File: config.mk
export PLATFORM = sky130hd
export DESIGN_NAME = phase_oneshot_timer
export DESIGN_NICKNAME = d
export VERILOG_FILES = /design/src/rtl/phase_tmr_pkg.sv /design/src/rtl/pot_sec_guard.sv /design/src/rtl/pot_reload_sel.sv /design/src/rtl/pot_count_core.sv /design/src/rtl/phase_oneshot_timer.sv
export SDC_FILE = /design/constraint.sdc
export NUM_CORES = 1
export LEC_CHECK = 0
export ABC_AREA = 1
export BUFFER_PORTS_ARGS = -buffer_cell sky130_fd_sc_hd__buf_2
export CORE_ASPECT_RATIO = 0.9
export CORE_MARGIN = 2
export CORE_UTILIZATION = 40
export DETAILED_ROUTE_END_ITERATION = 6
export HOLD_SLACK_MARGIN = 0.12
export PLACE_DENSITY_LB_ADDON = 0.15
export SETUP_SLACK_MARGIN = 0.1
export SYNTH_ARGS = -nofsm -noshare
export SYNTH_HDL_FRONTEND = slang
export SYNTH_HIERARCHICAL = 1
export SYNTH_SLANG_ARGS = --single-unit
File: constraint.sdc
create_clock -name clk -period 1.9 [get_ports clk]
set_input_delay 0 -clock clk [delete_from_list [all_inputs] [get_ports clk]]
set_output_delay 0 -clock clk [all_outputs]
set_load 0.01 [all_outputs]
File: src/rtl/phase_tmr_pkg.sv
package phase_tmr_pkg;
    typedef enum logic {
        SRC_PRI = 1'b0,
        SRC_SEC = 1'b1
    } reload_src_e;
endpackage

File: src/rtl/pot_sec_guard.sv
module pot_sec_guard #(
    parameter int W = 16
) (
    input  logic         clk,
    input  logic         rst_n,
    input  logic         cnt_en,
    input  logic         sec_wr,
    input  logic [W-1:0] sec_data,
    output logic [W-1:0] sec_val
);
    typedef struct packed {
        logic [W-1:0] stage;
        logic         armed;
        logic         aged;
        logic [W-1:0] value;
    } guard_t;

    guard_t st_d, st_q;

    always_comb begin
        st_d = st_q;
        if (sec_wr) begin
            if (st_q.armed && st_q.aged && (sec_data == st_q.stage)) begin
                st_d.value = sec_data;
                st_d.armed = 1'b0;
                st_d.aged  = 1'b0;
            end else begin
                st_d.stage = sec_data;
                st_d.armed = 1'b1;
                st_d.aged  = 1'b0;
            end
        end else if (st_q.armed && cnt_en) begin
            st_d.aged = 1'b1;
        end
    end

    always_ff @(posedge clk or negedge rst_n) begin
        if (!rst_n) begin
            st_q <= '0;
        end else begin
            st_q <= st_d;
        end
    end

    assign sec_val = st_q.value;

    AST_SEC_ONLY_ON_WRITE: assert property (@(posedge clk) disable iff (!rst_n)
        (st_q.value != $past(st_q.value)) |-> $past(sec_wr));
    AST_SEC_NEEDS_AGE: assert property (@(posedge clk) disable iff (!rst_n)
        ($past(sec_wr) && !$past(st_q.aged)) |-> $stable(st_q.value));
endmodule

File: src/rtl/pot_reload_sel.sv
module pot_reload_sel
    import phase_tmr_pkg::*;
#(
    parameter int W = 16
) (
    input  logic         clk,
    input  logic         rst_n,
    input  logic         start_trig,
    input  logic         alt_mode,
    input  logic [W-1:0] pri_val,
    input  logic [W-1:0] sec_val,
    output logic [W-1:0] load_val
);
    typedef struct packed {
        logic sec_next;
        logic mode_prev;
    } sel_t;

    sel_t        st_d, st_q;
    logic        entering;
    reload_src_e src;

    always_comb begin
        st_d     = st_q;
        entering = alt_mode && !st_q.mode_prev;
        src      = (alt_mode && (entering || st_q.sec_next)) ? SRC_SEC : SRC_PRI;
        load_val = (src == SRC_SEC) ? sec_val : pri_val;
        st_d.mode_prev = alt_mode;
        if (start_trig && alt_mode) begin
            st_d.sec_next = (src == SRC_PRI);
        end else if (entering) begin
            st_d.sec_next = 1'b1;
        end
    end

    always_ff @(posedge clk or negedge rst_n) begin
        if (!rst_n) begin
            st_q <= '{sec_next: 1'b1, mode_prev: 1'b0};
        end else begin
            st_q <= st_d;
        end
    end

    AST_ENTRY_PICKS_SEC: assert property (@(posedge clk) disable iff (!rst_n)
        (start_trig && alt_mode && !st_q.mode_prev) |-> (load_val == sec_val));
    AST_ALT_SWAPS: assert property (@(posedge clk) disable iff (!rst_n)
        (start_trig && alt_mode && $past(start_trig) && $past(alt_mode)) |-> (src != $past(src)));
endmodule

File: src/rtl/pot_count_core.sv
module pot_count_core #(
    parameter int W = 16
) (
    input  logic         clk,
    input  logic         rst_n,
    input  logic         start_trig,
    input  logic         cnt_en,
    input  logic [W-1:0] load_val,
    output logic         running,
    output logic         stop_stb,
    output logic         irq,
    output logic         phase_pol,
    output logic [W-1:0] count
);
    localparam logic [W-1:0] LAST = W'(1);

    typedef struct packed {
        logic [W-1:0] cnt;
        logic         run;
        logic         stb;
        logic         irq;
        logic         phase;
    } core_t;

    core_t st_d, st_q;

    always_comb begin
        st_d     = st_q;
        st_d.stb = 1'b0;
        st_d.irq = 1'b0;
        if (start_trig) begin
            st_d.cnt = load_val;
            st_d.run = (load_val != '0);
        end else if (st_q.run && cnt_en) begin
            if (st_q.cnt == LAST) begin
                st_d.cnt   = '0;
                st_d.run   = 1'b0;
                st_d.stb   = 1'b1;
                st_d.irq   = 1'b1;
                st_d.phase = ~st_q.phase;
            end else begin
                st_d.cnt = st_q.cnt - LAST;
            end
        end
    end

    always_ff @(posedge clk or negedge rst_n) begin
        if (!rst_n) begin
            st_q <= '0;
        end else begin
            st_q <= st_d;
        end
    end

    assign running   = st_q.run;
    assign stop_stb  = st_q.stb;
    assign irq       = st_q.irq;
    assign phase_pol = st_q.phase;
    assign count     = st_q.cnt;

    AST_ZERO_NO_START: assert property (@(posedge clk) disable iff (!rst_n)
        (start_trig && load_val == '0) |=> (!running && !stop_stb));
    AST_END_STOPS: assert property (@(posedge clk) disable iff (!rst_n)
        (running && cnt_en && !start_trig && count == LAST) |=> (stop_stb && !running));
    AST_PHASE_ON_STOP: assert property (@(posedge clk) disable iff (!rst_n)
        (phase_pol != $past(phase_pol)) |-> stop_stb);
    AST_STB_SINGLE: assert property (@(posedge clk) disable iff (!rst_n)
        stop_stb |=> !stop_stb);
    AST_TRIG_WINS: assert property (@(posedge clk) disable iff (!rst_n)
        (start_trig && load_val != '0) |=> (running && count == $past(load_val) && !stop_stb));
    AST_IDLE_HOLD: assert property (@(posedge clk) disable iff (!rst_n)
        (!running && !start_trig) |=> (!running && !stop_stb && $stable(phase_pol)));
endmodule

File: src/rtl/phase_oneshot_timer.sv
module phase_oneshot_timer #(
    parameter int W = 16
) (
    input  logic         clk,
    input  logic         rst_n,
    input  logic         cnt_en,
    input  logic         start_trig,
    input  logic         alt_mode,
    input  logic         pri_wr,
    input  logic [W-1:0] pri_data,
    input  logic         sec_wr,
    input  logic [W-1:0] sec_data,
    output logic         pulse_out,
    output logic         stop_stb,
    output logic         irq,
    output logic         phase_pol
);
    logic [W-1:0] pri_d, pri_q;
    logic [W-1:0] sec_val;
    logic [W-1:0] load_val;
    logic [W-1:0] count;

    always_comb begin
        pri_d = pri_q;
        if (pri_wr) begin
            pri_d = pri_data;
        end
    end

    always_ff @(posedge clk or negedge rst_n) begin
        if (!rst_n) begin
            pri_q <= '0;
        end else begin
            pri_q <= pri_d;
        end
    end

    pot_sec_guard #(.W(W)) i_guard (
        .clk      (clk),
        .rst_n    (rst_n),
        .cnt_en   (cnt_en),
        .sec_wr   (sec_wr),
        .sec_data (sec_data),
        .sec_val  (sec_val)
    );

    pot_reload_sel #(.W(W)) i_sel (
        .clk        (clk),
        .rst_n      (rst_n),
        .start_trig (start_trig),
        .alt_mode   (alt_mode),
        .pri_val    (pri_q),
        .sec_val    (sec_val),
        .load_val   (load_val)
    );

    pot_count_core #(.W(W)) i_core (
        .clk        (clk),
        .rst_n      (rst_n),
        .start_trig (start_trig),
        .cnt_en     (cnt_en),
        .load_val   (load_val),
        .running    (pulse_out),
        .stop_stb   (stop_stb),
        .irq        (irq),
        .phase_pol  (phase_pol),
        .count      (count)
    );

    AST_MODE0_PRIMARY: assert property (@(posedge clk) disable iff (!rst_n)
        (start_trig && !alt_mode && pri_q != '0) |=> (count == $past(pri_q)));
    AST_IRQ_PAIRS_STB: assert property (@(posedge clk) disable iff (!rst_n)
        $rose(irq) |-> $rose(stop_stb));
endmodule

==> results of run 1 <==
-- cells in the mapped netlist --
cell        n
clkbuf_1    3
buf_1       1
xor2_1      2
inv_6       1
dfstp_2     1
o21ai_0     7
inv_2       6
buf_4      18
a21oi_4     2
nand2_1   268
nand4_1    19
a21oi_1     1
buf_2       4
buf_6       6
nand3_4     1
o21bai_1    1
nor2_2      9
inv_1      67
nand4_4     1
o21ai_1     1
nand2_2     8
a22oi_1     1
dfrtp_1    70
nand3_1    47
nor2_1     23
ha_1        2
o22ai_1     6
nor2_4      5
nand2_4     1
xnor2_1     5
or2_2       1
nor4_1      1
nor3_1      1
o21ai_4     1
buf_12      1
-- power breakdown --
part	total [W]	internal [W]	switching (W)
Clock	0.00168	0.00105	0.000631
Combinational	0.000912	0.000359	0.000553
Sequential	0.00176	0.00164	0.000119
Total	0.00436	0.00305	0.00130
-- cells by family (layout without fill, tap and decap cells) --
group / Yosys count / in the layout
compound gates: 20 / 20
xor+xnor: 7 / 7
fa+ha+maj: 2 / 2
buf+inv: 107 / 191
flops: 71 / 71
simple gates: 385 / 385
-- repair_timing --
action	4_1_cts	5_1_grt
buffers inserted	0	1
hold endpoints to repair	130	0
setup endpoints to repair	0	2
hold buffers	53	0
resized for setup	0	0
-- worst register-to-register path, delay by kind of cell, from the launching register on --
family | cells | cell delay, ns
AO/OA/AOI/OAI | 1 | 0.32
buffers and inverters | 2 | 0.16
AND/OR/NAND/NOR | 7 | 0.54
flip-flops | 1 | 0.55
-- cell type report --
type,instances,share of cell area [%]
Multi-Input combinational cell,414,36.6
Timing Repair Buffer,101,15.3
Clock buffer,13,4.79
Inverter,74,5.41
Sequential cell,71,34.0
Tap cell,129,3.09
Clock inverter,3,0.815
-- per-stage QoR --
step                      utilization, %  instances  hold WS (ns)  setup slack, ns  total power, W
final                               51.0        805         0.187            0.257         0.00436
after global placement              42.9        735        0.0681            0.242         0.00260
after detailed placement            42.9        735        0.0671            0.247         0.00261
after CTS                           50.9        804         0.181            0.227         0.00439
after floorplan                        -        592        -0.296            0.353         0.00237
after global routing                51.0        805         0.221           0.0988         0.00460
-- path summary, 6_finish.rpt --
path,startpoint,endpoint,slack (ns),cells past startpoint
setup / recovery,i_sel/st_q[1]$_DFFE_PN1P_,i_core/running$_DFFE_PN0P_,0.26,10
hold / removal,pri_wr,pri_q[11]$_DFFE_PN0P_,0.19,4
setup reg to reg,i_sel/st_q[1]$_DFFE_PN1P_,i_core/running$_DFFE_PN0P_,0.26,10
hold reg to reg,pri_q[13]$_DFFE_PN0P_,pri_q[13]$_DFFE_PN0P_,0.47,2
max in group asynchronous,rst_n,i_sel/st_q[1]$_DFFE_PN1P_,1.34,3
min in group asynchronous,rst_n,i_guard/st_q[19]$_DFFE_PN0P_,0.23,3
-- flip-flops by register name, summed over array words and instances, names as in the netlist --
register and flops:
pri_q 16, i_guard/sec_val 16, i_core/running 1, i_guard/st_q 18
i_sel/st_q 2, i_core/phase_pol 1, i_core/irq 1, i_core/count 16
-- routing by layer --
layer  wire length (um)  vias to the layer above
met3                391                        7
met4                 85                        0
met2               4660                       74
met5                  0                        -
li1                   -                     1969
met1               5310                     1737
==> flow_summary.ini, run 1 <==
[run_status]
outcome = complete, no violations

[synth]
yosys.area.top_type = dfrtp_1
yosysSeqAreaShare_pct = 42.1
synth_top_area_share_pct = 41.4
ys_ff_latch = 71
synthCells = 592
yosys_warnings = 6
synth-adder-area-share_pct = 0.592
synthesis.nets = 633
syn_area_um2 = 4230
synth_xor_area_share_pct = 1.45
synth_area_leaders = dfrtp_1 (41%), nand2_1 (24%), inv_1 (5.9%)
synth_cell_types = 35
syn_area_per_cell_um2 = 7.14
synth_compound_area_share_pct = 3.46
synth_top_family_by_area = simple AND/OR/NAND/NOR gates
muxShareOfSynthArea_pct = 0
synthSimpleGateAreaFrac_pct = 39.7

[cells_and_area]
n_antenna_cell = 0
fin_area_um2 = 5220
final_common_cell = nand2_1
seq_area_um2 = 1780
nets = 712
drive_above_1_share_pct = 14.5
multi_input_area_um2 = 1910
fillCellCount = 1053
areaGrowthSynthToFinish_pct = 23.5
final_cell_mix = nand2_1 (268), dfrtp_1 (70), inv_1 (67)

[global_routing]
busiest_layer = met2
use_met2_pct = 32.5
antenna_found_initial = 0
grt_max_degree = 72
grt_use_met3_pct = 4.01
grt_pass1_vias = 3730
grt_pass1_wl_mm = 18.2
track_usage_pct = 20.1
met1_usage_pct = 27.9
overflow = 0

[sta]
fin_crit_sh_pct = 86.5
finalHoldViolations = 0
fin_crit_ns = 1.64
tightest_slew_ns = 0.437
final_max_slew_viol_count = 0
fmax_ghz = 0.609
maxSlewHeadroom_pct = 70.8
setup-violations-final = 0
fin_skew_ns = 0.0112
timing.setup.tns_ns = 0
rsz0062_at_grt = false

[cts]
cts_root_buf = clkbuf_16
cts_tree = done
cts.sinks = 71
cts_max_path_buffers = 2
insertion_delay_ns = 0.34
htreeDepth = 3
cts.clk_slew.worst_paths_ns = 0.06
cts_buffers = 9

[detailed_routing]
viasPerCell = 4.70
ant_nets = 0
drt_pass1_iterations = 4
vias = 3787
drt_iter0_markers = 159
drc = 0
wl_per_cell_um = 13.0
wirelength_mm = 10.5

[worst_setup_path]
crit_path_max_fanout = 13
cp_slowest_stage_delay_ns = 0.55
path_buf_inv = 2
cp-start-kind = flip-flop
arrival_ns = 1.92
cp_slowest_cell = dfstp_2
cp-end-kind = flip-flop
worstPathRequired_ns = 2.17
critPathKind = flip-flop to flip-flop
crit_top_cell = nand2_1
critPathTopFamily = flip-flops
cp_cell_sequence = inv_1 -> a21oi_4 -> nand2_1 -> nand2_1 -> inv_1 -> nand4_1 -> nor2_1 -> nand3_1 -> nand2_1 -> nand2_1

[floorplan]
die_h_um = 102
die_area_um2 = 11400
fp-row-count = 35
start_util_pct = 41.3
pin_count = 43
fp.coreArea_um2 = 10200
die_w_um = 112

[power_and_ir_drop]
powerDensity_nw_per_um2 = 834
ir_worst_vdd_v = 0.000657
p_leak_nw = 2.81

[place]
dpl-instance-area_um2 = 4390
dp_hpwl_mm = 7.25
numPortBuffers = 42
place_congestion = 0.815

[worst_hold_path]
hold_class = input pin to flip-flop

[flow_run]
max_cap_viol_count = 0
No activity file was read; power rests on OpenSTA's default activity.
==> inputs of run 2 (changes only) <==
Settings changed: CELL_PAD_IN_SITES_DETAIL_PLACEMENT set to 0, CELL_PAD_IN_SITES_GLOBAL_PLACEMENT set to 1, SETUP_SLACK_MARGIN 0.1 to 0.4, TNS_END_PERCENT set to 20.
==> flow_summary.ini, run 2 (synthesis gave the netlist of run 1 again) <==
[cells_and_area]
drive_above_1_share_pct = 17.8
largest_reg_flops = 18
top_register = i_guard/st_q
final_cell_mix = nand2_1 (260), dfrtp_1 (70), inv_1 (66)
fillCellCount = 1027
final_common_cell = nand2_1
n_antenna_cell = 0
nets = 727
areaGrowthSynthToFinish_pct = 27.9

[global_routing]
track_usage_pct = 21.1
overflow = 0
grt_pass1_wl_mm = 19.0
grt_pass1_vias = 3896
antenna_found_initial = 0
grt_max_degree = 27

[worst_hold_path]
hold_class = input pin to flip-flop

[detailed_routing]
wirelength_mm = 11.2
drt_iter0_markers = 179
drc = 0
viasPerCell = 4.76
vias = 3903
wl_per_cell_um = 13.7
ant_nets = 0
drt_pass1_iterations = 5

[worst_setup_path]
worstPathRequired_ns = 2.12
crit_path_max_fanout = 8
cp-start-kind = flip-flop
critPathKind = flip-flop to flip-flop
arrival_ns = 1.78
rrSetupSlack_ns = 0.35
cp-end-kind = flip-flop

[floorplan]
die_area_um2 = 11400
fp.coreArea_um2 = 10200
fp-row-count = 35
start_util_pct = 41.3
pin_count = 43
die_w_um = 112
die_h_um = 102

[sta]
fin_crit_ns = 1.55
fin_crit_sh_pct = 81.8
finalHoldViolations = 0
layout_setup_ws_ns = 0.346
rsz0062_at_grt = true
fin_skew_ns = 0.00767
timing.setup.tns_ns = 0
setup-violations-final = 0
final_max_slew_viol_count = 0
maxSlewHeadroom_pct = 60.4
tightest_slew_ns = 0.594
fmax_ghz = 0.644

[place]
place_ws_ns = 0.286
dp_hpwl_mm = 7.77
numPortBuffers = 42
place_congestion = 0.802

[cts]
cts_root_buf = clkbuf_16
cts_buffers = 9
insertion_delay_ns = 0.34
htreeDepth = 3
cts.sinks = 71
cts_max_path_buffers = 2
cts.clk_slew.worst_paths_ns = 0.06
cts_tree = done

[power_and_ir_drop]
powerDensity_nw_per_um2 = 793
p_leak_nw = 2.89
ir_worst_vdd_v = 0.000512

[run_status]
outcome = complete, no violations

[flow_run]
max_cap_viol_count = 0
-- run 2: cell types whose count changed in the layout (fill, tap and decap cells not counted), sizes merged --
cell,change
clkinvlp,-1
clkinv,+2
o21ai,+1
dlygate4sd3,+3
buf,+10
nand4,+1
bufinv,-1
-- run 2: per-stage QoR --
stage          util, %  instances  area, um^2  total power (W)  hold slack [ns]
3_5_place_dp      43.0        738        4410          0.00262           0.0397
2_1_floorplan        -        592        4240          0.00238           -0.296
3_3_place_gp      43.0        738        4410          0.00261           0.0467
4_1_cts           51.6        814        5280          0.00429            0.135
5_1_grt           52.8        820        5410          0.00456            0.181
6_report          52.8        820        5410          0.00429            0.135
-- run 2: critical path, cell delays in order (launching register included) --
cell	delay [ns]
dfstp_2	0.59
o21ai_4	0.12
nand2_1	0.09
nand2_1	0.07
or2_4	0.24
nor3_2	0.14
nand3_1	0.09
nand2_1	0.07
nand2_1	0.05
-- run 2: metal layers --
layer	wire length, um	global-route usage, %	share of wire, %
met5	0	0	0
met4	160	6.29	1.4
met3	485	4.79	4.3
met2	5130	34.8	46
met1	5430	28.2	48
-- run 2: what timing repair did --
| action | 4_1_cts | 5_1_grt |
|---|---|---|
| endpoints found under the setup margin | 32 | 52 |
| hold buffers | 56 | 0 |
| pin swaps | 3 | 14 |
| setup buffers | 3 | 5 |
| hold endpoints to repair | 86 | 0 |
| resized for setup | 0 | 19 |
| gates cloned | 1 | 1 |
-- run 2: layout make-up --
type | instances | area, um^2 | share of cell area, %
timing repair buffer | 114 | 927 | 17.1
tap | 129 | 161 | 2.98
clock buffer | 13 | 250 | 4.63
clock inverter | 3 | 18.8 | 0.347
inverter | 74 | 283 | 5.23
sequential | 71 | 1780 | 32.9
multi-input combinational | 416 | 1990 | 36.8
-- run 2: final timing paths --
path / to / cells after the start / start
worst max-delay path: i_core/running$_DFFE_PN0P_ / 8 / i_sel/st_q[1]$_DFFE_PN1P_
worst min-delay path: i_core/count[13]$_DFFE_PN0P_ / 5 / start_trig
min in group asynchronous: i_guard/sec_val[2]$_DFFE_PN0P_ / 2 / rst_n
worst min register to register: pri_q[0]$_DFFE_PN0P_ / 2 / pri_q[0]$_DFFE_PN0P_
worst max register to register: i_core/running$_DFFE_PN0P_ / 8 / i_sel/st_q[1]$_DFFE_PN1P_
max in group asynchronous: i_core/count[13]$_DFFE_PN0P_ / 3 / rst_n
-- run 2: report_power, final --
| group | switching (W) | internal [W] |
|---|---|---|
| clock network | 0.000633 | 0.000918 |
| registers | 0.000122 | 0.00164 |
| logic | 0.000583 | 0.000389 |
| total | 0.00134 | 0.00295 |
